## src/rtl/dram_map_pkg.sv

```systemverilog
package dram_map_pkg;
  localparam int unsigned ADDR_W = 7;
  localparam logic [ADDR_W-1:0] LINE2_BASE = 7'h40;

  typedef enum logic [1:0] {
    SH_NONE  = 2'b00,
    SH_LEFT  = 2'b01,
    SH_RIGHT = 2'b10,
    SH_RSVD  = 2'b11
  } shift_cmd_e;
endpackage

```

## src/rtl/dram_shift_ofs.sv

```systemverilog
module dram_shift_ofs #(
  parameter int unsigned OFS_W = 4
) (
  input  logic             clk,
  input  logic             rst_n,
  input  logic [1:0]       shift_i,
  input  logic             home_i,
  output logic [OFS_W-1:0] ofs_o
);
  import dram_map_pkg::*;

  // named events for the checks below
  logic ev_home, ev_left, ev_right, ev_idle;
  assign ev_home  = home_i;
  assign ev_left  = !home_i && (shift_i == SH_LEFT);
  assign ev_right = !home_i && (shift_i == SH_RIGHT);
  assign ev_idle  = !ev_home && !ev_left && !ev_right;

  logic [OFS_W-1:0] ofs_q;
  always_ff @(posedge clk) begin
    if (!rst_n)        ofs_q <= '0;
    else if (ev_home)  ofs_q <= '0;
    else if (ev_left)  ofs_q <= ofs_q + 1'b1;
    else if (ev_right) ofs_q <= ofs_q - 1'b1;
  end
  assign ofs_o = ofs_q;

  a_r4_left_step: assert property (@(posedge clk) disable iff (!rst_n)
    $past(rst_n) && $past(ev_left) |-> ofs_o == OFS_W'($past(ofs_o) + 1'b1));
  a_r5_right_step: assert property (@(posedge clk) disable iff (!rst_n)
    $past(rst_n) && $past(ev_right) |-> ofs_o == OFS_W'($past(ofs_o) - 1'b1));
  a_r7_home_clear: assert property (@(posedge clk) disable iff (!rst_n)
    $past(home_i) |-> ofs_o == '0);
  a_r8_idle_hold: assert property (@(posedge clk) disable iff (!rst_n)
    $past(rst_n) && $past(ev_idle) |-> $stable(ofs_o));
endmodule

```

## src/rtl/dram_addr_calc.sv

```systemverilog
module dram_addr_calc #(
  parameter  int unsigned COLS   = 8,
  localparam int unsigned COL_W  = $clog2(COLS),
  localparam int unsigned OFS_W  = COL_W + 1,
  localparam int unsigned ADDR_W = dram_map_pkg::ADDR_W
) (
  input  logic [COL_W-1:0]  col_i,
  input  logic              half_i,
  input  logic              mode_i,
  input  logic [OFS_W-1:0]  ofs_i,
  output logic [ADDR_W-1:0] addr_o
);
  import dram_map_pkg::*;

  // single line: both halves form one circular range of 2*COLS cells
  function automatic logic [ADDR_W-1:0] one_line_addr(
    input logic half, input logic [COL_W-1:0] col, input logic [OFS_W-1:0] ofs);
    logic [OFS_W-1:0] pos;
    pos = {half, col} + ofs;
    return ADDR_W'(pos);
  endfunction

  // split: each half wraps within its own COLS cells
  function automatic logic [ADDR_W-1:0] two_line_addr(
    input logic half, input logic [COL_W-1:0] col, input logic [OFS_W-1:0] ofs);
    logic [COL_W-1:0] idx;
    idx = col + ofs[COL_W-1:0];
    return (half ? LINE2_BASE : '0) | ADDR_W'(idx);
  endfunction

  logic [ADDR_W-1:0] addr_one, addr_two;
  assign addr_one = one_line_addr(half_i, col_i, ofs_i);
  assign addr_two = two_line_addr(half_i, col_i, ofs_i);
  assign addr_o   = mode_i ? addr_two : addr_one;
endmodule

```

## src/rtl/dram_addr_map.sv

```systemverilog
module dram_addr_map #(
  parameter  int unsigned COLS   = 8,
  localparam int unsigned COL_W  = $clog2(COLS),
  localparam int unsigned OFS_W  = COL_W + 1,
  localparam int unsigned ADDR_W = dram_map_pkg::ADDR_W
) (
  input  logic              clk,
  input  logic              rst_n,
  input  logic [COL_W-1:0]  col_i,
  input  logic              half_i,
  input  logic              mode_i,
  input  logic [1:0]        shift_i,
  input  logic              home_i,
  output logic [ADDR_W-1:0] addr_o
);
  logic [OFS_W-1:0]  ofs;
  logic [ADDR_W-1:0] addr_next;

  dram_shift_ofs #(.OFS_W(OFS_W)) u_ofs (
    .clk(clk), .rst_n(rst_n), .shift_i(shift_i), .home_i(home_i), .ofs_o(ofs)
  );

  dram_addr_calc #(.COLS(COLS)) u_calc (
    .col_i(col_i), .half_i(half_i), .mode_i(mode_i), .ofs_i(ofs), .addr_o(addr_next)
  );

  logic [ADDR_W-1:0] addr_q;
  always_ff @(posedge clk) begin
    if (!rst_n) addr_q <= '0;
    else        addr_q <= addr_next;
  end
  assign addr_o = addr_q;

  a_r1_reset_zero: assert property (@(posedge clk) disable iff (!rst_n)
    !$past(rst_n) |-> (addr_o == '0) && (ofs == '0));
  a_r2_single_range: assert property (@(posedge clk) disable iff (!rst_n)
    $past(rst_n) && !$past(mode_i) |-> (addr_o >> OFS_W) == '0);
  a_r3_line_select: assert property (@(posedge clk) disable iff (!rst_n)
    $past(rst_n) && $past(mode_i) |-> addr_o[ADDR_W-1] == $past(half_i));
  a_r6_line_wrap: assert property (@(posedge clk) disable iff (!rst_n)
    $past(rst_n) && $past(mode_i) |-> addr_o[ADDR_W-2:COL_W] == '0);
  a_r9_registered: assert property (@(posedge clk) disable iff (!rst_n)
    $past(rst_n) |-> addr_o == $past(addr_next));
endmodule

```

## config.mk

```make
export PLATFORM = sky130hd
export DESIGN_NAME = dram_addr_map
export DESIGN_NICKNAME = d
export VERILOG_FILES = /design/src/rtl/dram_map_pkg.sv /design/src/rtl/dram_shift_ofs.sv /design/src/rtl/dram_addr_calc.sv /design/src/rtl/dram_addr_map.sv
export SDC_FILE = /design/constraint.sdc
export NUM_CORES = 1
export LEC_CHECK = 0
export ABC_AREA = 0
export ABC_CLOCK_PERIOD_IN_PS = 2400
export BUFFER_PORTS_ARGS = -buffer_cell sky130_fd_sc_hd__buf_2
export CORE_MARGIN = 5
export CORE_UTILIZATION = 35
export CTS_BUF_LIST = sky130_fd_sc_hd__clkbuf_4 sky130_fd_sc_hd__clkbuf_8
export DETAILED_ROUTE_END_ITERATION = 12
export PLACE_DENSITY_LB_ADDON = 0.08
export SLEW_MARGIN = 15
export SYNTH_ARGS = -nofsm -noshare
export SYNTH_HDL_FRONTEND = slang
export SYNTH_SLANG_ARGS = --single-unit
```

## constraint.sdc

```tcl
create_clock -name clk -period 2.4 [get_ports clk]
set_input_delay 0.24 -clock clk [delete_from_list [all_inputs] [get_ports clk]]
set_output_delay 0.24 -clock clk [all_outputs]
set_load 0.01 [all_outputs]
```

==> impl_results.html, run 1 <==
<table>
<tr><th>Metric</th><th>Value</th></tr>
<tr><th colspan="2">Floorplanning</th></tr>
<tr><td>Die Span Y</td><td>48.3 µm</td></tr>
<tr><td>Core outline area</td><td>0.00135 mm²</td></tr>
<tr><td>Die X-Extent</td><td>48.3 µm</td></tr>
<tr><td>I/O pin count</td><td>17</td></tr>
<tr><td>Number of placement rows</td><td>13</td></tr>
<tr><td>Area enclosed by the die boundary</td><td>0.00234 mm²</td></tr>
<tr><td>Initial core utilization</td><td>0.381</td></tr>
<tr><th colspan="2">Global route</th></tr>
<tr><td>GRT Resource Usage Total</td><td>0.0844</td></tr>
<tr><td>Global-route wire length before repair</td><td>1.51 mm</td></tr>
<tr><td>Number of antenna violations at the first check in global routing</td><td>0</td></tr>
<tr><td>Maximum number of pins on one net before global-route repair</td><td>7</td></tr>
<tr><td>Via count of the first global-routing pass</td><td>363</td></tr>
<tr><td>Global-route congestion overflow total</td><td>0</td></tr>
<tr><th colspan="2">Final layout</th></tr>
<tr><td>Number of diodes added for antenna fixing</td><td>0</td></tr>
<tr><td>Ratio of cells with drive above 1 in the final layout</td><td>0.369</td></tr>
<tr><td>Most common cell after layout, fill and taps aside</td><td>sky130_fd_sc_hd__buf_2</td></tr>
<tr><td>Most frequent cells in the layout</td><td>14 x sky130_fd_sc_hd__buf_2, 9 x sky130_fd_sc_hd__dfxtp_1, 5 x sky130_fd_sc_hd__ha_1</td></tr>
<tr><td>Area Growth Syn to Fin</td><td>20.9%</td></tr>
<tr><td>Final net count</td><td>83</td></tr>
<tr><th colspan="2">Run</th></tr>
<tr><td>Number of max-capacitance violations reported</td><td>0</td></tr>
<tr><th colspan="2">Timing</th></tr>
<tr><td>Total count of max-transition violations in the final report</td><td>0</td></tr>
<tr><td>Highest attainable clock frequency</td><td>0.616 GHz</td></tr>
<tr><td>Post-route fraction of the period consumed by the critical path</td><td>0.676</td></tr>
<tr><td>Final-report hold violation count</td><td>0</td></tr>
<tr><td>Post-layout min period</td><td>1620 ps</td></tr>
<tr><td>Clock Skew</td><td>3.92 ps</td></tr>
<tr><td>Final total negative setup slack</td><td>0 ps</td></tr>
<tr><td>Setup violations, final</td><td>0</td></tr>
<tr><td>RSZ-0062 raised after global routing</td><td>no</td></tr>
<tr><th colspan="2">Route</th></tr>
<tr><td>Post-route ant nets</td><td>0</td></tr>
<tr><td>Pre-antenna DRT Iters</td><td>3</td></tr>
<tr><td>Via density per instance</td><td>4.56</td></tr>
<tr><td>DRT iter0 DRCs</td><td>1</td></tr>
<tr><td>Total wire length after detailed routing</td><td>825 µm</td></tr>
<tr><td>Number of vias after detailed routing</td><td>365</td></tr>
<tr><td>Routed wire per std cell</td><td>10.3 µm</td></tr>
<tr><td>Post-route DRC violation count</td><td>0</td></tr>
<tr><th colspan="2">Clock network</th></tr>
<tr><td>Cell at the root of the clock tree</td><td>sky130_fd_sc_hd__clkbuf_4</td></tr>
<tr><td>Latest clock arrival within the worst-skew pair</td><td>260 ps</td></tr>
<tr><td>CTS tree</td><td>done</td></tr>
<tr><td>Number of clock buffers inserted by TritonCTS</td><td>3</td></tr>
<tr><td>Maximum number of buffers from clock root to sink</td><td>2</td></tr>
<tr><td>Post-CTS sizing</td><td>0</td></tr>
<tr><td>CTS clk-pin slew, worst paths</td><td>60 ps</td></tr>
<tr><td>Number of buffers inserted to repair setup after CTS</td><td>0</td></tr>
<tr><td>Total number of H-tree levels</td><td>1</td></tr>
<tr><td>Clock sinks</td><td>9</td></tr>
<tr><td>Quantity of hold-fixing buffers added after cts</td><td>0</td></tr>
<tr><th colspan="2">Critical path</th></tr>
<tr><td>Required time reported for the critical path endpoint</td><td>2550 ps</td></tr>
<tr><td>Element type at the critical path start</td><td>primary input</td></tr>
<tr><td>Crit end category</td><td>register</td></tr>
<tr><td>Beginning of the critical path</td><td>shift_i[1]</td></tr>
<tr><td>Critical-path maximum fanout</td><td>3</td></tr>
<tr><td>CP Data Arrival Time</td><td>1770 ps</td></tr>
<tr><td>Category of the most critical setup path</td><td>in -&gt; reg</td></tr>
<tr><td>RR Startpoint</td><td>u_ofs.ofs_o[2]</td></tr>
<tr><th colspan="2">Logic synthesis</th></tr>
<tr><td>Number of register bits inferred by synthesis</td><td>9</td></tr>
<tr><td>Mapped Avg Cell Area</td><td>10.7 µm²</td></tr>
<tr><td>Biggest area consumer among synthesized cells</td><td>sky130_fd_sc_hd__dfxtp_1</td></tr>
<tr><td>Sequential share of the synthesized area</td><td>0.350</td></tr>
<tr><td>Yosys synthesis warning count</td><td>0</td></tr>
<tr><td>Cell variety after synth</td><td>25</td></tr>
<tr><td>Main area contributors after synthesis</td><td>sky130_fd_sc_hd__dfxtp_1 35%, sky130_fd_sc_hd__ha_1 12%, sky130_fd_sc_hd__fa_1 7.8%</td></tr>
<tr><td>Netlist Area Pre-Place</td><td>514 µm²</td></tr>
<tr><td>Instance count of the mapped netlist</td><td>48</td></tr>
<tr><td>Area share of the leading cell type in the synthesized netlist</td><td>0.350</td></tr>
<tr><th colspan="2">Status</th></tr>
<tr><td>Run status</td><td>complete, no violations</td></tr>
<tr><th colspan="2">Power</th></tr>
<tr><td>Pint</td><td>275 µW</td></tr>
<tr><td>Gate power share</td><td>0.209</td></tr>
<tr><td>Post-layout power</td><td>372 µW</td></tr>
<tr><td>Net Switching</td><td>96.9 µW</td></tr>
<tr><td>Sequential power share</td><td>0.451</td></tr>
<tr><td>Proportion of power drawn by the clock network</td><td>0.340</td></tr>
<tr><td>Switching share of power</td><td>0.260</td></tr>
<tr><td>Worst VDD drop</td><td>0.000242 V</td></tr>
<tr><td>Cell area power density</td><td>598 mW/mm²</td></tr>
<tr><td>Total leakage power</td><td>0.299 nW</td></tr>
<tr><th colspan="2">Min path</th></tr>
<tr><td>Min-Delay Path Class</td><td>in -&gt; reg</td></tr>
<tr><td>Launch point of the worst hold path</td><td>mode_i</td></tr>
<tr><th colspan="2">Place</th></tr>
<tr><td>Post-DP HPWL</td><td>705 µm</td></tr>
<tr><td>Final weighted congestion in routability-driven placement</td><td>0.717</td></tr>
<tr><td>Quantity of I/O buffers inserted on ports</td><td>14</td></tr>
</table>
## cell type report
class / instances / area (µm²)
sequential: 9 / 180
clock buffer: 4 / 30.0
timing repair buffer: 14 / 70.1
tap: 15 / 18.8
multi-input combinational: 38 / 323
fill: 140 / 728
## synth_stat cells
library cell               number
sky130_fd_sc_hd__a211oi_2       1
sky130_fd_sc_hd__a21o_1         1
sky130_fd_sc_hd__a21oi_1        2
sky130_fd_sc_hd__a21oi_2        1
sky130_fd_sc_hd__and2_1         3
sky130_fd_sc_hd__and2_2         1
sky130_fd_sc_hd__and3_1         1
sky130_fd_sc_hd__and4b_1        1
sky130_fd_sc_hd__buf_4          2
sky130_fd_sc_hd__conb_1         1
sky130_fd_sc_hd__dfxtp_1        9
sky130_fd_sc_hd__fa_1           2
sky130_fd_sc_hd__ha_1           5
sky130_fd_sc_hd__mux2i_1        1
sky130_fd_sc_hd__nand2b_1       2
sky130_fd_sc_hd__nand3_1        1
sky130_fd_sc_hd__nor2_1         3
sky130_fd_sc_hd__nor3_1         2
sky130_fd_sc_hd__nor3b_1        1
sky130_fd_sc_hd__nor3b_2        1
sky130_fd_sc_hd__o21ai_1        1
sky130_fd_sc_hd__or2_2          1
sky130_fd_sc_hd__xnor2_1        3
sky130_fd_sc_hd__xor2_1         1
sky130_fd_sc_hd__xor2_2         1
## per-layer routing
layer	vias up	share of wire	track usage
met5	-	0	0
met4	0	0.015	0.0829
met3	2	0.074	0.0275
met2	15	0.41	0.104
met1	151	0.50	0.109
li1	197	-	-
## power by group through the flow
stage / clock network [mW] / logic (mW) / registers [mW]
finish: 0.127 / 0.0779 / 0.168
global route: 0.145 / 0.0902 / 0.170
CTS: 0.133 / 0.0793 / 0.168
detailed placement: 0 / 0.0787 / 0.171
global placement: 0 / 0.0788 / 0.171
floorplan: 0 / 0.0528 / 0.174
## state kept, by name, indices dropped and copies added, names as in the netlist
signal,flops
addr_o,5
u_ofs.ofs_o,4
## worst max-delay path, stage by stage
cell and delay (ps):
sky130_fd_sc_hd__buf_2 120, sky130_fd_sc_hd__nand2b_1 140, sky130_fd_sc_hd__or2_2 310, sky130_fd_sc_hd__ha_1 330, sky130_fd_sc_hd__a21oi_1 180, sky130_fd_sc_hd__and4b_1 240
sky130_fd_sc_hd__o21ai_1 60, sky130_fd_sc_hd__nor3b_2 140
## per-stage QoR
step | hold slack (ps) | cell area (µm²) | worst slack (ps) | util | std cells
final | 153 | 622 | 777 | 0.461 | 80
after global routing | 158 | 622 | 630 | 0.461 | 80
after CTS | 142 | 622 | 777 | 0.461 | 80
after detailed placement | 421 | 592 | 498 | 0.438 | 76
after global placement | 426 | 592 | 516 | 0.438 | 76
after floorplan | 316 | 518 | 722 | - | 49
## logic make-up (layout without fill, tap and decap cells)
family	after synthesis	after routing	synth area share
compound gates	6	6	0.0852
xor+xnor	5	5	0.0998
fa+ha+maj	7	7	0.200
buf+inv	2	18	0.0292
flops	9	9	0.350
mux	1	1	0.0195
other cells	1	2	0.00729
simple gates	17	17	0.209
## worst paths after layout
kind | endpoint | slack, ps | cells after the start
min | addr_o[3] | 150 | 2
min reg2reg | u_ofs.ofs_o[0] | 560 | 2
max reg2reg | u_ofs.ofs_o[3] | 990 | 5
max | u_ofs.ofs_o[3] | 780 | 8
No activity file was read; power rests on OpenSTA's default activity.
==> run 2, diff against run 1 <==
ABC_AREA = 1   (was 0)
ABC_CLOCK_PERIOD_IN_PS = 1500   (was 2400)
clock period = 1.5 ns   (was 2.4 ns; I/O delays follow)
==> run 2 against run 1 <==
Clock power is 55% higher. Wire length rose by 18%. Non-clock buffer count is the same. Die area increased by 6.3%. Critical path depth fell by 2. Hold slack got worse by 35 ps. Critical endpoint is now addr_o[3].
==> impl_results.html, run 2 <==
<table>
<tr><th>Metric</th><th>Value</th></tr>
<tr><th colspan="2">Global route</th></tr>
<tr><td>Global-route congestion overflow total</td><td>0</td></tr>
<tr><td>Maximum number of pins on one net before global-route repair</td><td>6</td></tr>
<tr><td>GRT Resource Usage Total</td><td>0.0912</td></tr>
<tr><td>Number of antenna violations at the first check in global routing</td><td>0</td></tr>
<tr><td>Via count of the first global-routing pass</td><td>431</td></tr>
<tr><td>Global-route wire length before repair</td><td>1.74 mm</td></tr>
<tr><th colspan="2">Final layout</th></tr>
<tr><td>Filler Cell Count</td><td>165</td></tr>
<tr><td>Most frequent cells in the layout</td><td>15 x sky130_fd_sc_hd__nand2_1, 14 x sky130_fd_sc_hd__inv_1, 14 x sky130_fd_sc_hd__buf_2</td></tr>
<tr><td>Area Growth Syn to Fin</td><td>19.6%</td></tr>
<tr><td>Multi-input logic area</td><td>312 µm²</td></tr>
<tr><td>Most common cell after layout, fill and taps aside</td><td>sky130_fd_sc_hd__nand2_1</td></tr>
<tr><td>Ratio of cells with drive above 1 in the final layout</td><td>0.231</td></tr>
<tr><td>Number of diodes added for antenna fixing</td><td>0</td></tr>
<tr><td>Final net count</td><td>109</td></tr>
<tr><td>Max FFs per register</td><td>5</td></tr>
<tr><td>Post-route design area</td><td>664 µm²</td></tr>
<tr><td>Area taken by flip-flops and latches</td><td>180 µm²</td></tr>
<tr><th colspan="2">Clock network</th></tr>
<tr><td>Number of buffers inserted to repair setup after CTS</td><td>0</td></tr>
<tr><td>Post-CTS sizing</td><td>0</td></tr>
<tr><td>Total number of H-tree levels</td><td>1</td></tr>
<tr><td>CTS clk-pin slew, worst paths</td><td>60 ps</td></tr>
<tr><td>Maximum number of buffers from clock root to sink</td><td>2</td></tr>
<tr><td>Number of clock buffers inserted by TritonCTS</td><td>3</td></tr>
<tr><td>Clock sinks</td><td>9</td></tr>
<tr><td>CTS tree</td><td>done</td></tr>
<tr><td>Latest clock arrival within the worst-skew pair</td><td>250 ps</td></tr>
<tr><td>Quantity of hold-fixing buffers added after cts</td><td>0</td></tr>
<tr><td>Cell at the root of the clock tree</td><td>sky130_fd_sc_hd__clkbuf_4</td></tr>
<tr><th colspan="2">Timing</th></tr>
<tr><td>Highest attainable clock frequency</td><td>0.750 GHz</td></tr>
<tr><td>Post-route fraction of the period consumed by the critical path</td><td>0.889</td></tr>
<tr><td>RSZ-0062 raised after global routing</td><td>no</td></tr>
<tr><td>Post-layout min period</td><td>1330 ps</td></tr>
<tr><td>Total count of max-transition violations in the final report</td><td>0</td></tr>
<tr><td>Final total negative setup slack</td><td>0 ps</td></tr>
<tr><td>Setup violations, final</td><td>0</td></tr>
<tr><td>Clock Skew</td><td>3.50 ps</td></tr>
<tr><td>Final-report hold violation count</td><td>0</td></tr>
<tr><th colspan="2">Route</th></tr>
<tr><td>Total wire length after detailed routing</td><td>975 µm</td></tr>
<tr><td>DRT iter0 DRCs</td><td>4</td></tr>
<tr><td>Post-route DRC violation count</td><td>0</td></tr>
<tr><td>Via density per instance</td><td>4.57</td></tr>
<tr><td>Post-route ant nets</td><td>0</td></tr>
<tr><td>Number of vias after detailed routing</td><td>489</td></tr>
<tr><td>Pre-antenna DRT Iters</td><td>4</td></tr>
<tr><td>Routed wire per std cell</td><td>9.11 µm</td></tr>
<tr><th colspan="2">Logic synthesis</th></tr>
<tr><td>Main area contributors after synthesis</td><td>sky130_fd_sc_hd__dfxtp_1 32%, sky130_fd_sc_hd__ha_1 11%, sky130_fd_sc_hd__nand2_1 10%</td></tr>
<tr><td>Flip-flop cell with the highest count after synthesis</td><td>sky130_fd_sc_hd__dfxtp_1</td></tr>
<tr><td>Biggest area consumer among synthesized cells</td><td>sky130_fd_sc_hd__dfxtp_1</td></tr>
<tr><td>Instance count of the mapped netlist</td><td>74</td></tr>
<tr><td>Top cell types by occurrence after synthesis</td><td>15 x sky130_fd_sc_hd__nand2_1, 14 x sky130_fd_sc_hd__inv_1, 9 x sky130_fd_sc_hd__dfxtp_1</td></tr>
<tr><td>Fraction of synthesis flops using an asynchronous set or reset pin</td><td>0</td></tr>
<tr><td>Number of register bits inferred by synthesis</td><td>9</td></tr>
<tr><td>Count of flip-flops with a built-in enable after synthesis</td><td>0</td></tr>
<tr><td>Most numerous cell in the Yosys netlist</td><td>sky130_fd_sc_hd__nand2_1</td></tr>
<tr><td>Mapped Avg Cell Area</td><td>7.51 µm²</td></tr>
<tr><td>Sequential share of the synthesized area</td><td>0.324</td></tr>
<tr><td>Yosys synthesis warning count</td><td>0</td></tr>
<tr><td>Cell variety after synth</td><td>18</td></tr>
<tr><td>Area share of the leading cell type in the synthesized netlist</td><td>0.324</td></tr>
<tr><td>Netlist Area Pre-Place</td><td>556 µm²</td></tr>
<tr><th colspan="2">Place</th></tr>
<tr><td>Final weighted congestion in routability-driven placement</td><td>0.741</td></tr>
<tr><td>Post-place instance area</td><td>634 µm²</td></tr>
<tr><td>Quantity of I/O buffers inserted on ports</td><td>14</td></tr>
<tr><td>Post-DP HPWL</td><td>842 µm</td></tr>
<tr><th colspan="2">Min path</th></tr>
<tr><td>Launch point of the worst hold path</td><td>rst_n</td></tr>
<tr><td>Hold path depth</td><td>3</td></tr>
<tr><td>Sink of the worst hold path</td><td>addr_o[0]</td></tr>
<tr><td>Min-Delay Path Class</td><td>in -&gt; reg</td></tr>
<tr><th colspan="2">Power</th></tr>
<tr><td>Total leakage power</td><td>0.379 nW</td></tr>
<tr><td>Post-layout power</td><td>555 µW</td></tr>
<tr><td>Cell area power density</td><td>836 mW/mm²</td></tr>
<tr><td>Worst VDD drop</td><td>0.000241 V</td></tr>
<tr><th colspan="2">Critical path</th></tr>
<tr><td>Category of the most critical setup path</td><td>reg -&gt; reg</td></tr>
<tr><td>Terminus of the critical flop-to-flop path</td><td>addr_o[3]</td></tr>
<tr><td>Crit end category</td><td>register</td></tr>
<tr><td>Reg-to-reg setup timing slack</td><td>170 ps</td></tr>
<tr><td>Required time reported for the critical path endpoint</td><td>1640 ps</td></tr>
<tr><td>Critical-path maximum fanout</td><td>5</td></tr>
<tr><td>Element type at the critical path start</td><td>register</td></tr>
<tr><td>R2R depth</td><td>6</td></tr>
<tr><td>RR Startpoint</td><td>u_ofs.ofs_o[1]</td></tr>
<tr><td>CP Data Arrival Time</td><td>1470 ps</td></tr>
<tr><th colspan="2">Status</th></tr>
<tr><td>Run status</td><td>complete, no violations</td></tr>
<tr><th colspan="2">Floorplanning</th></tr>
<tr><td>Die X-Extent</td><td>49.8 µm</td></tr>
<tr><td>Initial core utilization</td><td>0.369</td></tr>
<tr><td>Number of placement rows</td><td>14</td></tr>
<tr><td>Area enclosed by the die boundary</td><td>0.00248 mm²</td></tr>
<tr><td>Core outline area</td><td>0.00151 mm²</td></tr>
<tr><td>I/O pin count</td><td>17</td></tr>
<tr><td>Die Span Y</td><td>49.8 µm</td></tr>
<tr><th colspan="2">Run</th></tr>
<tr><td>Number of max-capacitance violations reported</td><td>0</td></tr>
</table>
==> run 2: cells by family after synthesis <==
kind of cell / count (synthesis) / synth area share
xor+xnor: 2 / 0.0315
other cells: 1 / 0.00675
simple gates: 27 / 0.207
flops: 9 / 0.324
buf+inv: 16 / 0.122
compound gates: 12 / 0.124
fa+ha+maj: 7 / 0.185
==> run 2: worst max-delay path by stage <==
stage / startpoint / endpoint / slack [ps]
finish: u_ofs.ofs_o[1] / addr_o[3] / 170
global route: u_ofs.ofs_o[0] / addr_o[2] / 50
CTS: u_ofs.ofs_o[1] / addr_o[3] / 170
detailed placement: shift_i[1] / u_ofs.ofs_o[3] / 60
global placement: shift_i[1] / u_ofs.ofs_o[3] / 100
floorplan: u_ofs.ofs_o[0] / addr_o[2] / 290
==> run 2: power breakdown <==
| group | internal, mW | switching (mW) | total, mW |
|---|---|---|---|
| combinational | 0.0422 | 0.0564 | 0.0985 |
| clock | 0.120 | 0.0771 | 0.197 |
| sequential | 0.252 | 0.00739 | 0.260 |
| total | 0.414 | 0.141 | 0.555 |
==> run 2: final cells by class <==
class	instances	area share
timing repair buffer	14	0.105
inverter	14	0.0791
tap	16	0.0301
clock buffer	4	0.0452
sequential	9	0.271
multi-input combinational	50	0.469
==> run 2: through the flow <==
stage	instances	setup WS [ps]	utilization	hold WS [ps]
finish	107	167	0.441	119
global route	107	45.7	0.441	122
CTS	107	166	0.441	118
detailed placement	103	62.1	0.421	385
global placement	103	98.3	0.421	385
floorplan	75	286	-	243
==> run 2: critical path: stages, from the launching register on <==
cell and delay (ps):
sky130_fd_sc_hd__dfxtp_1 470, sky130_fd_sc_hd__ha_1 280, sky130_fd_sc_hd__a21o_1 150, sky130_fd_sc_hd__nand2_1 70, sky130_fd_sc_hd__nand2_1 50, sky130_fd_sc_hd__o21ai_0 140, sky130_fd_sc_hd__nor2_1 60
==> run 2: per-layer routing <==
metal | vias to the layer above | track usage | routed length, µm | share of wire
met5 | - | 0 | 0 | 0
met4 | 0 | 0.0655 | 19 | 0.019
met3 | 2 | 0.0331 | 73 | 0.075
met2 | 14 | 0.138 | 440 | 0.45
met1 | 212 | 0.104 | 441 | 0.45
li1 | 261 | - | - | -
==> run 3, diff against run 2 <==
SYNTH_HIERARCHICAL = 1   (was unset)
==> run 3 against run 2 <==
Synthesized cell count is 16% higher. Wire length is 15% higher. Combinational power is 49% higher. Critical path depth is 1 lower. Utilization is 1.1 points higher. Synthesized area is 19% higher. Flip-flop and latch count is 2 higher. Clock-buffer cell count stayed put. Cell area is 20% higher. Sequential share of layout area is 0.51 points higher. Critical path type unchanged. Largest cell class unchanged. Largest power group unchanged.
==> impl_results.html, run 3 <==
<table>
<tr><th>Metric</th><th>Value</th></tr>
<tr><th colspan="2">Critical path</th></tr>
<tr><td>R2R depth</td><td>5</td></tr>
<tr><td>Master of the slowest instance on the critical path</td><td>sky130_fd_sc_hd__fa_1</td></tr>
<tr><td>Critical-path maximum fanout</td><td>3</td></tr>
<tr><td>RR Startpoint</td><td>u_ofs/ofs_o[0]</td></tr>
<tr><td>Crit end category</td><td>register</td></tr>
<tr><td>Terminus of the critical flop-to-flop path</td><td>addr_o[2]</td></tr>
<tr><td>Crit-path cells</td><td>ha_1 -&gt; fa_1 -&gt; xor2_1 -&gt; nand2_1 -&gt; inv_1</td></tr>
<tr><td>Highest cell delay on the worst timing path</td><td>380 ps</td></tr>
<tr><td>Required time reported for the critical path endpoint</td><td>1670 ps</td></tr>
<tr><td>Reg-to-reg setup timing slack</td><td>210 ps</td></tr>
<tr><td>CP Data Arrival Time</td><td>1460 ps</td></tr>
<tr><td>Category of the most critical setup path</td><td>reg -&gt; reg</td></tr>
<tr><td>Element type at the critical path start</td><td>register</td></tr>
<tr><th colspan="2">Logic synthesis</th></tr>
<tr><td>Biggest area consumer among synthesized cells</td><td>sky130_fd_sc_hd__dfxtp_1</td></tr>
<tr><td>Netlist Area Pre-Place</td><td>659 µm²</td></tr>
<tr><td>Count of flip-flops with a built-in enable after synthesis</td><td>0</td></tr>
<tr><td>Cell variety after synth</td><td>23</td></tr>
<tr><td>Instance count of the mapped netlist</td><td>86</td></tr>
<tr><td>Top cell types by occurrence after synthesis</td><td>18 x sky130_fd_sc_hd__nand2_1, 14 x sky130_fd_sc_hd__inv_1, 11 x sky130_fd_sc_hd__dfxtp_1</td></tr>
<tr><td>Flip-flop cell with the highest count after synthesis</td><td>sky130_fd_sc_hd__dfxtp_1</td></tr>
<tr><td>Sequential share of the synthesized area</td><td>0.334</td></tr>
<tr><td>Area share of the leading cell type in the synthesized netlist</td><td>0.334</td></tr>
<tr><td>Fraction of synthesis flops using an asynchronous set or reset pin</td><td>0</td></tr>
<tr><td>Yosys synthesis warning count</td><td>6</td></tr>
<tr><td>Most numerous cell in the Yosys netlist</td><td>sky130_fd_sc_hd__nand2_1</td></tr>
<tr><td>Number of register bits inferred by synthesis</td><td>11</td></tr>
<tr><td>Mapped Avg Cell Area</td><td>7.67 µm²</td></tr>
<tr><td>Main area contributors after synthesis</td><td>sky130_fd_sc_hd__dfxtp_1 33%, sky130_fd_sc_hd__nand2_1 10%, sky130_fd_sc_hd__ha_1 9.5%</td></tr>
<tr><th colspan="2">Min path</th></tr>
<tr><td>Sink of the worst hold path</td><td>addr_o[6]</td></tr>
<tr><td>Launch point of the worst hold path</td><td>mode_i</td></tr>
<tr><td>Hold path depth</td><td>5</td></tr>
<tr><td>Min-Delay Path Class</td><td>in -&gt; reg</td></tr>
<tr><th colspan="2">Clock network</th></tr>
<tr><td>Number of clock buffers inserted by TritonCTS</td><td>3</td></tr>
<tr><td>CTS clk-pin slew, worst paths</td><td>70 ps</td></tr>
<tr><td>Latest clock arrival within the worst-skew pair</td><td>260 ps</td></tr>
<tr><td>Maximum number of buffers from clock root to sink</td><td>2</td></tr>
<tr><td>Quantity of hold-fixing buffers added after cts</td><td>0</td></tr>
<tr><td>Clock sinks</td><td>11</td></tr>
<tr><td>CTS tree</td><td>done</td></tr>
<tr><td>Total number of H-tree levels</td><td>1</td></tr>
<tr><td>Number of buffers inserted to repair setup after CTS</td><td>0</td></tr>
<tr><td>Cell at the root of the clock tree</td><td>sky130_fd_sc_hd__clkbuf_4</td></tr>
<tr><td>Post-CTS sizing</td><td>0</td></tr>
<tr><th colspan="2">Timing</th></tr>
<tr><td>Final total negative setup slack</td><td>0 ps</td></tr>
<tr><td>Highest attainable clock frequency</td><td>0.774 GHz</td></tr>
<tr><td>Post-layout min period</td><td>1290 ps</td></tr>
<tr><td>Final Hold Slack</td><td>162 ps</td></tr>
<tr><td>Final-report hold violation count</td><td>0</td></tr>
<tr><td>Post-route fraction of the period consumed by the critical path</td><td>0.862</td></tr>
<tr><td>Total count of max-transition violations in the final report</td><td>0</td></tr>
<tr><td>Clock Skew</td><td>1.97 ps</td></tr>
<tr><td>RSZ-0062 raised after global routing</td><td>no</td></tr>
<tr><td>Setup violations, final</td><td>0</td></tr>
<tr><th colspan="2">Floorplanning</th></tr>
<tr><td>I/O pin count</td><td>17</td></tr>
<tr><td>Number of placement rows</td><td>15</td></tr>
<tr><td>Die Span Y</td><td>53.4 µm</td></tr>
<tr><td>Area enclosed by the die boundary</td><td>0.00285 mm²</td></tr>
<tr><td>Die X-Extent</td><td>53.4 µm</td></tr>
<tr><td>Core outline area</td><td>0.00176 mm²</td></tr>
<tr><td>Initial core utilization</td><td>0.374</td></tr>
<tr><th colspan="2">Global route</th></tr>
<tr><td>Maximum number of pins on one net before global-route repair</td><td>9</td></tr>
<tr><td>GRT Resource Usage Total</td><td>0.0986</td></tr>
<tr><td>Global-route wire length before repair</td><td>2.04 mm</td></tr>
<tr><td>Global-route congestion overflow total</td><td>0</td></tr>
<tr><td>Via count of the first global-routing pass</td><td>525</td></tr>
<tr><td>Number of antenna violations at the first check in global routing</td><td>0</td></tr>
<tr><th colspan="2">Place</th></tr>
<tr><td>Post-DP HPWL</td><td>965 µm</td></tr>
<tr><td>Final weighted congestion in routability-driven placement</td><td>0.725</td></tr>
<tr><td>Post-place instance area</td><td>767 µm²</td></tr>
<tr><td>Quantity of I/O buffers inserted on ports</td><td>16</td></tr>
<tr><th colspan="2">Route</th></tr>
<tr><td>Pre-antenna DRT Iters</td><td>4</td></tr>
<tr><td>Total wire length after detailed routing</td><td>1.13 mm</td></tr>
<tr><td>Post-route ant nets</td><td>0</td></tr>
<tr><td>Post-route DRC violation count</td><td>0</td></tr>
<tr><td>DRT iter0 DRCs</td><td>9</td></tr>
<tr><td>Number of vias after detailed routing</td><td>542</td></tr>
<tr><td>Routed wire per std cell</td><td>8.66 µm</td></tr>
<tr><td>Via density per instance</td><td>4.17</td></tr>
<tr><th colspan="2">Run</th></tr>
<tr><td>Number of max-capacitance violations reported</td><td>0</td></tr>
<tr><th colspan="2">Final layout</th></tr>
<tr><td>Area Growth Syn to Fin</td><td>20.9%</td></tr>
<tr><td>Number of diodes added for antenna fixing</td><td>0</td></tr>
<tr><td>Utilization of the core after routing</td><td>0.452</td></tr>
<tr><td>Max FFs per register</td><td>7</td></tr>
<tr><td>Final net count</td><td>123</td></tr>
<tr><td>Most common cell after layout, fill and taps aside</td><td>sky130_fd_sc_hd__nand2_1</td></tr>
<tr><td>Most frequent cells in the layout</td><td>18 x sky130_fd_sc_hd__nand2_1, 16 x sky130_fd_sc_hd__buf_2, 14 x sky130_fd_sc_hd__inv_1</td></tr>
<tr><td>Ratio of cells with drive above 1 in the final layout</td><td>0.314</td></tr>
<tr><td>Post-route design area</td><td>797 µm²</td></tr>
<tr><th colspan="2">Status</th></tr>
<tr><td>Run status</td><td>complete, no violations</td></tr>
<tr><th colspan="2">Power</th></tr>
<tr><td>Cell area power density</td><td>862 mW/mm²</td></tr>
<tr><td>Worst VDD drop</td><td>0.000486 V</td></tr>
<tr><td>Total leakage power</td><td>0.469 nW</td></tr>
</table>
## run 3: changes by cell type after synthesis, moves of 2 or more
cell and delta:
sky130_fd_sc_hd__inv_2 +3, sky130_fd_sc_hd__nand2_1 +3, sky130_fd_sc_hd__o21ai_0 -3, sky130_fd_sc_hd__clkbuf_1 +2, sky130_fd_sc_hd__dfxtp_1 +2, sky130_fd_sc_hd__nand3_1 +2
sky130_fd_sc_hd__nor2_1 -2
## run 3: logic make-up after synthesis
group,synth area share
DFF,0.334
buffers and inverters,0.140
other,0.00569
and+or+nand+nor,0.254
AOI/OAI and AO/OA,0.0835
xor gates and xnor gates,0.0266
adders and majority gates,0.156
## run 3: routing by layer
metal	vias to the layer above	track usage	wire, µm
li1	294	-	-
met1	237	0.111	508
met2	11	0.165	540
met3	0	0.0366	77
met4	0	0.0383	0
met5	-	0	0
## run 3: stage by stage
stage	instances	power (mW)	setup slack, ps
4_1_cts	130	0.711	189
6_report	130	0.687	208
2_1_floorplan	87	0.432	193
5_1_grt	130	0.742	100
3_3_place_gp	126	0.473	78.1
3_5_place_dp	126	0.475	40.4
## run 3: worst max path at each step
stage              startpoint             end  slack, ps  depth (start not counted)
2_1_floorplan  u_ofs/ofs_o[0]       addr_o[1]        190                          5
3_3_place_gp       shift_i[1]  u_ofs/ofs_o[3]         80                         12
3_5_place_dp       shift_i[1]  u_ofs/ofs_o[3]         40                         12
4_1_cts        u_ofs/ofs_o[0]       addr_o[2]        190                          5
5_1_grt        u_ofs/ofs_o[2]  u_ofs/ofs_o[3]        100                          7
6_report       u_ofs/ofs_o[0]       addr_o[2]        210                          5
## run 3: power breakdown
group,internal [mW],switching [mW]
clock network,0.121,0.100
logic,0.0646,0.0826
registers,0.310,0.00888
total,0.496,0.192
## run 3: worst max-delay path, delay by kind of cell, from the launching register on
kind | cells | cell delay [ps]
XOR/XNOR | 1 | 150
adder cells (fa/ha/maj) | 2 | 600
buffers and inverters | 1 | 30
AND/OR/NAND/NOR | 1 | 60
flip-flops | 1 | 350
## run 3: area by class of cell
type | instances | area, µm²
clock buffer | 4 | 30.0
fill | 200 | 967
inverter | 18 | 70.1
multi-input combinational | 54 | 350
sequential | 11 | 220
tap | 25 | 31.3
timing repair buffer | 18 | 95.1
